### src/rtl/pcm_tx_pkg.sv
package pcm_tx_pkg;
    typedef enum logic [2:0] {
        ST_IDLE  = 3'd0,
        ST_ARM   = 3'd1,
        ST_PRE   = 3'd2,
        ST_SHIFT = 3'd3,
        ST_TAIL  = 3'd4
    } tx_state_e;
endpackage

### src/rtl/pcm_edge_sync.sv
module pcm_edge_sync #(
    parameter int STAGES = 2
) (
    input  logic clk,
    input  logic rst_n,
    input  logic din,
    output logic level_o,
    output logic rise_o,
    output logic fall_o
);
    typedef struct packed {
        logic [STAGES-1:0] sh;
        logic              prev;
    } es_t;

    es_t d, q;

    always_comb begin
        d.sh   = {q.sh[STAGES-2:0], din};
        d.prev = q.sh[STAGES-1];
    end

    always_ff @(posedge clk or negedge rst_n) begin
        if (!rst_n) q <= '0;
        else        q <= d;
    end

    assign level_o = q.sh[STAGES-1];
    assign rise_o  = q.sh[STAGES-1] & ~q.prev;
    assign fall_o  = ~q.sh[STAGES-1] & q.prev;
endmodule

### src/rtl/pcm_sync_class.sv
module pcm_sync_class (
    input  logic clk,
    input  logic rst_n,
    input  logic fs_level,
    input  logic fs_rise,
    input  logic fs_fall,
    input  logic bclk_fall,
    output logic prev_long_o
);
    typedef struct packed {
        logic [1:0] hits;
        logic       prev_long;
    } cl_t;

    cl_t d, q;

    always_comb begin
        d = q;
        if (fs_rise) begin
            d.hits = 2'd0;
        end else if (bclk_fall && fs_level && q.hits != 2'd2) begin
            d.hits = q.hits + 2'd1;
        end
        if (fs_fall) begin
            if (q.hits == 2'd2)      d.prev_long = 1'b1;
            else if (q.hits == 2'd1) d.prev_long = 1'b0;
        end
    end

    always_ff @(posedge clk or negedge rst_n) begin
        if (!rst_n) q <= '0;
        else        q <= d;
    end

    assign prev_long_o = q.prev_long;
endmodule

### src/rtl/pcm_word_fmt.sv
module pcm_word_fmt #(
    parameter int SAMPLE_W = 13,
    parameter int EXT_BITS = 3
) (
    input  logic [SAMPLE_W-1:0]                          word_i,
    input  logic                                         sext_i,
    output logic [SAMPLE_W+EXT_BITS-1:0]                 vec_o,
    output logic [$clog2(SAMPLE_W+EXT_BITS+1)-1:0]       last_o
);
    localparam int WORD_W = SAMPLE_W + EXT_BITS;
    localparam int IDX_W  = $clog2(WORD_W + 1);

    always_comb begin
        if (sext_i) begin
            vec_o  = {{EXT_BITS{word_i[SAMPLE_W-1]}}, word_i};
            last_o = IDX_W'(WORD_W - 1);
        end else begin
            vec_o  = {word_i, {EXT_BITS{1'b0}}};
            last_o = IDX_W'(SAMPLE_W - 1);
        end
    end
endmodule

### src/rtl/pcm_tx_serializer.sv
module pcm_tx_serializer
    import pcm_tx_pkg::*;
#(
    parameter int SAMPLE_W     = 13,
    parameter int EXT_BITS     = 3,
    parameter int SYNC_STAGES  = 2,
    parameter int GUARD_FRAMES = 2
) (
    input  logic                clk,
    input  logic                rst_n,
    input  logic                bclk_i,
    input  logic                fsync_i,
    input  logic [SAMPLE_W-1:0] sample_i,
    input  logic                load_i,
    input  logic                pwr_up_i,
    input  logic                sext_mode_i,
    output logic                sdata_o,
    output logic                sdata_oe_o
);
    localparam int WORD_W = SAMPLE_W + EXT_BITS;
    localparam int IDX_W  = $clog2(WORD_W + 1);
    localparam int GW     = $clog2(GUARD_FRAMES + 1);

    // index 0: bit clock, index 1: frame sync
    logic [1:0] raw_in, lvl, rse, fll;
    assign raw_in = {fsync_i, bclk_i};

    for (genvar g = 0; g < 2; g++) begin : g_sync
        pcm_edge_sync #(.STAGES(SYNC_STAGES)) i_edge (
            .clk     (clk),
            .rst_n   (rst_n),
            .din     (raw_in[g]),
            .level_o (lvl[g]),
            .rise_o  (rse[g]),
            .fall_o  (fll[g])
        );
    end

    logic bclk_rise, bclk_fall, fs_level, fs_rise, fs_fall;
    assign bclk_rise = rse[0];
    assign bclk_fall = fll[0];
    assign fs_level  = lvl[1];
    assign fs_rise   = rse[1];
    assign fs_fall   = fll[1];

    logic prev_long;
    pcm_sync_class i_class (
        .clk         (clk),
        .rst_n       (rst_n),
        .fs_level    (fs_level),
        .fs_rise     (fs_rise),
        .fs_fall     (fs_fall),
        .bclk_fall   (bclk_fall),
        .prev_long_o (prev_long)
    );

    typedef struct packed {
        tx_state_e           st;
        logic [IDX_W-1:0]    idx;
        logic                half;
        logic                long_f;
        logic [SAMPLE_W-1:0] stage;
        logic                fresh;
        logic [SAMPLE_W-1:0] word;
        logic                sext;
        logic [GW-1:0]       guard;
    } tx_t;

    tx_t d, q;

    logic [WORD_W-1:0] vec;
    logic [IDX_W-1:0]  last_idx;
    logic [WORD_W-1:0] shifted;
    logic              guard_full;

    pcm_word_fmt #(.SAMPLE_W(SAMPLE_W), .EXT_BITS(EXT_BITS)) i_fmt (
        .word_i (q.word),
        .sext_i (q.sext),
        .vec_o  (vec),
        .last_o (last_idx)
    );

    assign guard_full = (q.guard == GW'(GUARD_FRAMES));

    always_comb begin
        d = q;
        if (load_i) begin
            d.stage = sample_i;
            d.fresh = 1'b1;
        end
        if (fs_rise) begin
            d.word  = q.fresh ? q.stage : '0;
            d.fresh = load_i;
            d.sext  = sext_mode_i;
            d.idx   = '0;
            d.half  = 1'b0;
            if (guard_full) begin
                d.long_f = prev_long;
                d.st     = prev_long ? ST_SHIFT : ST_ARM;
            end else begin
                d.guard = q.guard + 1'b1;
                d.st    = ST_IDLE;
            end
        end else begin
            case (q.st)
                ST_ARM: begin
                    if (bclk_fall && fs_level) d.st = ST_PRE;
                end
                ST_PRE: begin
                    if (bclk_rise) d.st = ST_SHIFT;
                end
                ST_SHIFT: begin
                    if (bclk_fall) begin
                        d.half = 1'b1;
                        if (q.idx == last_idx) begin
                            d.st = (q.long_f && fs_level) ? ST_TAIL : ST_IDLE;
                        end
                    end else if (bclk_rise && q.half) begin
                        d.idx  = q.idx + 1'b1;
                        d.half = 1'b0;
                    end
                end
                ST_TAIL: begin
                    if (!fs_level) d.st = ST_IDLE;
                end
                default: d.st = ST_IDLE;
            endcase
        end
        if (!pwr_up_i) begin
            d.st    = ST_IDLE;
            d.guard = '0;
        end
    end

    always_ff @(posedge clk or negedge rst_n) begin
        if (!rst_n) begin
            q    <= '0;
            q.st <= ST_IDLE;
        end else begin
            q <= d;
        end
    end

    assign shifted    = vec << q.idx;
    assign sdata_oe_o = (q.st == ST_SHIFT) || (q.st == ST_TAIL);
    assign sdata_o    = sdata_oe_o & shifted[WORD_W-1];
endmodule

### config.mk
export PLATFORM = sky130hd
export DESIGN_NAME = pcm_tx_serializer
export DESIGN_NICKNAME = d
export VERILOG_FILES = /design/src/rtl/pcm_tx_pkg.sv /design/src/rtl/pcm_edge_sync.sv /design/src/rtl/pcm_sync_class.sv /design/src/rtl/pcm_word_fmt.sv /design/src/rtl/pcm_tx_serializer.sv
export SDC_FILE = /design/constraint.sdc
export NUM_CORES = 1
export LEC_CHECK = 0
export ABC_AREA = 1
export BUFFER_PORTS_ARGS = -buffer_cell sky130_fd_sc_hd__buf_2
export CAP_MARGIN = 20
export CORE_UTILIZATION = 45
export DETAILED_ROUTE_END_ITERATION = 7
export GPL_TIMING_DRIVEN = 1
export SETUP_SLACK_MARGIN = 0.3
export SYNTH_ARGS = -nofsm -noshare
export SYNTH_HDL_FRONTEND = slang
export SYNTH_SLANG_ARGS = --single-unit
### constraint.sdc
create_clock -name clk -period 3.5 [get_ports clk]
set_input_delay 0.35 -clock clk [delete_from_list [all_inputs] [get_ports clk]]
set_output_delay 0.35 -clock clk [all_outputs]
set_load 0.01 [all_outputs]
==> run metrics, run 1 <==
status completed; die area 5590 um^2; Final period util 0.647; Num CTS Buffers 5; Max clock buf depth 2; # clock sinks between 40 and 50; vias per cell 4.79; CP Data Arrival Time approximately 1.9 ns; row count 26; layout cell share with drive strength beyond 1 0.111; Max Clk Rate between 400 and 500 MHz; CP Launch Type register; buffer count from post-CTS setup fixing 0; flops & latches, synth between 40 and 50; wire per inst approximately 11 um; post-synthesis net count roughly 330; P_leak between 1 and 1.5 nW; initial antenna violation count 0; gpl congestion approximately 0.8; Cell Area, Synth 2380 um^2; Ys Warns 0; CTS tree built; Area growth, synth to finish 12.1%; synth unique cells 23; die height 74.8 um; I/O Buffers 21; syn avg cell area ~7.7 um^2; register area about 1200 um^2; fin util 0.523; # setup viols final 0; crit-path max FO 16; ANT nets after route 0; overall routed net length 4.61 mm; power density over cell area roughly 470 nW/um^2; Die W around 75 um; sequential-to-total area share from yosys stat 0.514; largest net degree at the start of global routing 34; Worst EP required between 3 and 4 ns; cell count after synthesis between 300 and 400; clk_lat worst skew 0.29 ns; Worst Tran Pin Value between 0.7 and 0.8 ns; I/O pin total 22; Crit Path Class reg -> out; DRT Pass-1 Iters 4; area of the core between 5000 and 6000 um^2; Setup Skew 0.00799 ns; clk root buf clkbuf_8; Initial DRC Count between 200 and 250; Max Cap Viol 0; Slew HR 0.503; Ant. Diodes 0; Tot GR Track Use 0.191; DRC viols 0; Setup crit end kind primary output; fin crit period ~2.3 ns; Initial Utilization 0.467; clock-pin slew on the worst setup and hold paths about 0.090 ns; number of global-route vias before repair between 1.5k and 2k; post-CTS resize count 0; Hold Path Class in -> async; FILL cells ~520; Final Max Tran Viols 0; CTS H-tree depth 2; DR vias around 1.9k; total grt overflow 0; unrepaired setup endpoints after global routing false; dpl hpwl between 3 and 4 mm; Layout Nets around 350; multi-input logic area 966 um^2; Setup Total Neg Slack 0 ns; first-pass GRT wire length roughly 8.2 mm; hold buffer count at CTS 0; VDD IR max a little under 0.0003 V; Hold Vio Cnt, Final 0
metrics by stage:
| step | setup WS (ns) | cell area [um^2] | total power [mW] | cells | hold WS (ns) |
|---|---|---|---|---|---|
| after global routing | 1.00 | 2670 | 1.33 | 402 | 0.146 |
| after global placement | 1.60 | 2540 | 0.802 | 394 | 0.334 |
| after CTS | 1.22 | 2670 | 1.28 | 402 | 0.130 |
| after detailed placement | 1.57 | 2540 | 0.806 | 394 | 0.340 |
| final | 1.23 | 2670 | 1.26 | 402 | 0.111 |
| after floorplan | 1.95 | 2380 | 0.755 | 311 | 0.0544 |
power breakdown:
group	total [mW]	switching, mW	internal, mW
Combinational	0.148	0.0949	0.0527
Sequential	0.646	0.0351	0.611
Clock	0.467	0.183	0.284
Total	1.26	0.313	0.948
registers in the layout (all words and copies together) (netlist names):
name and count:
q 40, g_sync.i_edge.d 2, g_sync.i_edge.level_o 2, g_sync.i_edge.q 2
i_class.q 2, i_class.prev_long_o 1
cell usage in the layout (no fill, tap or decap):
cell type / instances
nand2_1: 109
dfrtp_1: 49
nand3_1: 40
inv_1: 36
o21ai_0: 25
buf_2: 21
nor2_1: 19
a21oi_1: 7
clkbuf_8: 5
ha_1: 3
nand3b_1: 2
nor3_1: 2
bufinv_16: 2
buf_4: 2
inv_2: 1
nor2_2: 1
nor3_2: 1
a22oi_1: 1
mux2_2: 1
o31ai_1: 1
a21oi_2: 1
o21ai_1: 1
nand2_2: 1
clkinv_2: 1
path summary, 6_finish.rpt:
check,start,endpoint,slack [ns],depth (start not counted)
worst max-delay path,q[32],sdata_o,1.23,9
max in group asynchronous,rst_n,q[5],2.67,2
worst max register to register,g_sync[1].i_edge.level_o,q[38],1.65,10
worst min-delay path,rst_n,q[33],0.11,1
min in group clk,bclk_i,g_sync[0].i_edge.d[2],0.16,1
worst min register to register,g_sync[1].i_edge.d[2],g_sync[1].i_edge.level_o,0.36,0
kinds of logic after synthesis:
family | after synthesis | share of synthesized area
adders and majority gates | 3 | 0.0157
muxes | 1 | 0.00472
DFF | 49 | 0.514
buffers and inverters | 47 | 0.0808
AOI/OAI and AO/OA | 36 | 0.0792
and+or+nand+nor | 175 | 0.305
critical path: stages (launching register included):
cell and delay (ns):
dfrtp_1 0.63, inv_1 0.23, o21ai_0 0.20, nand3_1 0.09, nand3_1 0.07, nand2_1 0.05
nor2_1 0.10, nor2_1 0.05, nor2_1 0.07, buf_2 0.13
synthesized netlist by cell type:
cell type	number	area [um^2]
o21ai_0	25	125
nor3_1	2	10.0
nand2_2	1	6.26
ha_1	3	37.5
buf_6	1	11.3
nor3_2	1	10.0
buf_2	4	20.0
nand3_1	40	200
clkbuf_1	4	15.0
o21ai_1	1	5.00
dfrtp_1	49	1230
inv_2	1	3.75
nand2_1	109	409
a21oi_2	1	8.76
nor2_1	19	71.3
nor2_2	1	6.26
inv_1	36	135
a22oi_1	1	7.51
nand3b_1	2	15.0
buf_4	1	7.51
a21oi_1	7	35.0
mux2_2	1	11.3
o31ai_1	1	7.51
layer usage:
layer / vias to the layer above / routed length (um) / GRT usage / share of wire
met1: 872 / 2450 / 0.292 / 0.53
met5: - / 0 / 0 / 0
met4: 0 / 27 / 0.0503 / 0.0059
li1: 1018 / - / - / -
met3: 2 / 121 / 0.0281 / 0.026
met2: 35 / 2000 / 0.284 / 0.43
area by class of cell:
class	instances	share of cell area
multi-input cells	215	0.361
inverters	37	0.0520
clock buffers	5	0.0257
clock inverters	3	0.0243
repair buffers	23	0.0449
flip-flops and latches	49	0.459
well taps	70	0.0328
(Power assumes the default switching activity.)
==> run 2, diff against run 1 <==
PLACE_DENSITY = 0.66   (was not set)
clock period = 1.8 ns   (was 3.5 ns; I/O delays follow)
==> run metrics, run 2 (synthesis gave the netlist of run 1 again) <==
DRT Pass-1 Iters 4 (unchanged); Die W 74.8 um (unchanged); I/O Buffers 21 (unchanged); switch share 0.290 (+0.0420); Max Cap Viol 0 (unchanged); Crit Path Class reg -> out; failing checks setup timing; DR vias 1966 (+2.0%); setup ws final -0.0431 ns (-1.28 ns); largest net degree at the start of global routing 50 (+47%); clock-pin slew on the worst setup and hold paths 0.10 ns (about the same); initial antenna violation count 0 (unchanged); overall routed net length 4.53 mm (-1.7%); Pint 1.62 mW (+71%); CTS tree built; gpl congestion 0.797 (-0.42%); Area growth, synth to finish 16.9%; DP Worst Slack 0.280 ns (-1.29 ns); Num CTS Buffers 5 (unchanged); FILL cells 507 (-1.6%); Layout Nets 365 (+3.1%); Logic pwr share 0.149 (+0.032); Final Max Tran Viols 0 (unchanged); Max clock buf depth 2 (unchanged); P_leak 1.44 nW (+3.3%); Hold Vio Cnt, Final 0 (unchanged); sequential share of power 0.549 (+0.036); most common cell after layout, fill and taps aside nand2_1; CP Launch Type register; Setup crit end kind primary output; vias per cell 4.76 (-0.69%); Hold Path Class in -> reg; Initial DRC Count 94 (-55%); Tot GR Track Use 0.178 (-0.0130); VDD IR max 0.000464 V (+57%); Worst EP required 1.62 ns (-1.53 ns); max reg flops 40 (unchanged); placed cell count 398 (+1.0%); first-pass GRT wire length 7.57 mm (-7.6%); CTS H-tree depth 2 (unchanged); Non-Filler Instances 413 (+2.7%); layout cell share with drive strength beyond 1 0.172 (+0.0606); Most flops, register q; total grt overflow 0 (unchanged); Setup Skew 0.00406 ns (-0.00393 ns); area of the core 5110 um^2 (unchanged); Net Sw Power 662 uW (+110%); Hold Slack 0.0730 ns (-0.0376 ns); power density over cell area 818 nW/um^2 (+73%); I/O pin total 22 (unchanged); die area 5590 um^2 (unchanged); Max Clk Rate between 500 and 600 MHz; crit-path max FO 6 (-10); Clock Power Share 0.302 (-0.068); ANT nets after route 0 (unchanged); number of global-route vias before repair 1723 (-3.7%); # setup viols final 1 (+1); clk_lat worst skew 0.30 ns (about the same); Pwr Total 2.28 mW (+81%); clk root buf clkbuf_8; Setup Total Neg Slack -0.0431 ns (-0.0431 ns); dpl hpwl 3.18 mm (-4.5%); die height 74.8 um (unchanged); DRC viols 0 (unchanged); wire per inst 11.0 um (-4.3%); Initial Utilization 0.467 (unchanged); row count 26 (unchanged); status complete, but fails checks; fin crit period 1.84 ns; Slew HR 0.598 (+0.0946); CP Data Arrival Time 1.66 ns (-0.26 ns); Ant. Diodes 0 (unchanged); most frequent cells in the layout nand2_1 (106), dfrtp_1 (47), nand3_1 (38); unrepaired setup endpoints after global routing true; # clock sinks 49 (unchanged); Worst Tran Pin Value 0.603 ns (-0.142 ns); Final period util 1.02
-- run 2: changes by cell type in the layout (fill, tap and decap cells not counted), sizes merged --
cell	change
buf	+8
dlygate4sd3	+3
bufinv	-2
clkinv	+1
inv	+1
-- run 2: final timing paths --
| path | start | end | slack (ns) | cells after the start |
|---|---|---|---|---|
| max in group asynchronous | rst_n | q[2] | 0.85 | 3 |
| hold reg to reg | g_sync[1].i_edge.d[2] | g_sync[1].i_edge.level_o | 0.36 | 0 |
| hold / removal | sample_i[2] | q[19] | 0.07 | 3 |
| setup reg to reg | q[2] | q[39] | 0.31 | 10 |
| setup / recovery | q[2] | sdata_o | -0.04 | 9 |
| min in group asynchronous | rst_n | q[34] | 0.50 | 3 |
-- run 2: power groups by stage --
stage	Sequential (mW)	Combinational (mW)	Clock [mW]
6_report	1.25	0.340	0.689
5_1_grt	1.27	0.397	0.763
4_1_cts	1.25	0.315	0.712
3_5_place_dp	1.27	0.300	0
3_3_place_gp	1.27	0.299	0
2_1_floorplan	1.25	0.218	0
-- run 2: final cells by class --
| type | count | area, um^2 | area share |
|---|---|---|---|
| Timing Repair Buffer | 34 | 225 | 0.0808 |
| Tap cell | 70 | 87.6 | 0.0314 |
| Sequential cell | 49 | 1230 | 0.441 |
| Clock inverter | 3 | 28.8 | 0.0103 |
| Multi-Input combinational cell | 215 | 1000 | 0.360 |
| Inverter | 37 | 144 | 0.0516 |
| Clock buffer | 5 | 68.8 | 0.0247 |
-- run 2: metrics by stage --
stage / utilization / area (um^2)
final: 0.546 / 2790
after global routing: 0.546 / 2790
after CTS: 0.531 / 2710
after detailed placement: 0.503 / 2570
after global placement: 0.503 / 2570
after floorplan: - / 2380
-- run 2: routing by layer --
layer  up-vias  share of wire  global-route usage
met2        37           0.46               0.275
met4         0         0.0075              0.0440
li1       1043              -                   -
met3         2          0.025              0.0361
met1       884           0.51               0.259
met5         -              0                   0
-- run 2: critical path, cell delays in order, from the launching register on --
cell and delay (ns):
dfrtp_2 0.48, buf_6 0.15, a21oi_1 0.18, nand2_1 0.09
nand3_1 0.08, nand2_1 0.05, nor2_1 0.08, nor2_1 0.05
nor2_1 0.09, buf_2 0.13
-- run 2: timing repair --
item,4_1_cts,5_1_grt
pin swaps,0,4
gates resized for setup,5,20
hold buffers,3,0
hold endpoints to repair,51,0
gates cloned,0,1
endpoints found under the setup margin,1,10
buffers inserted,1,2
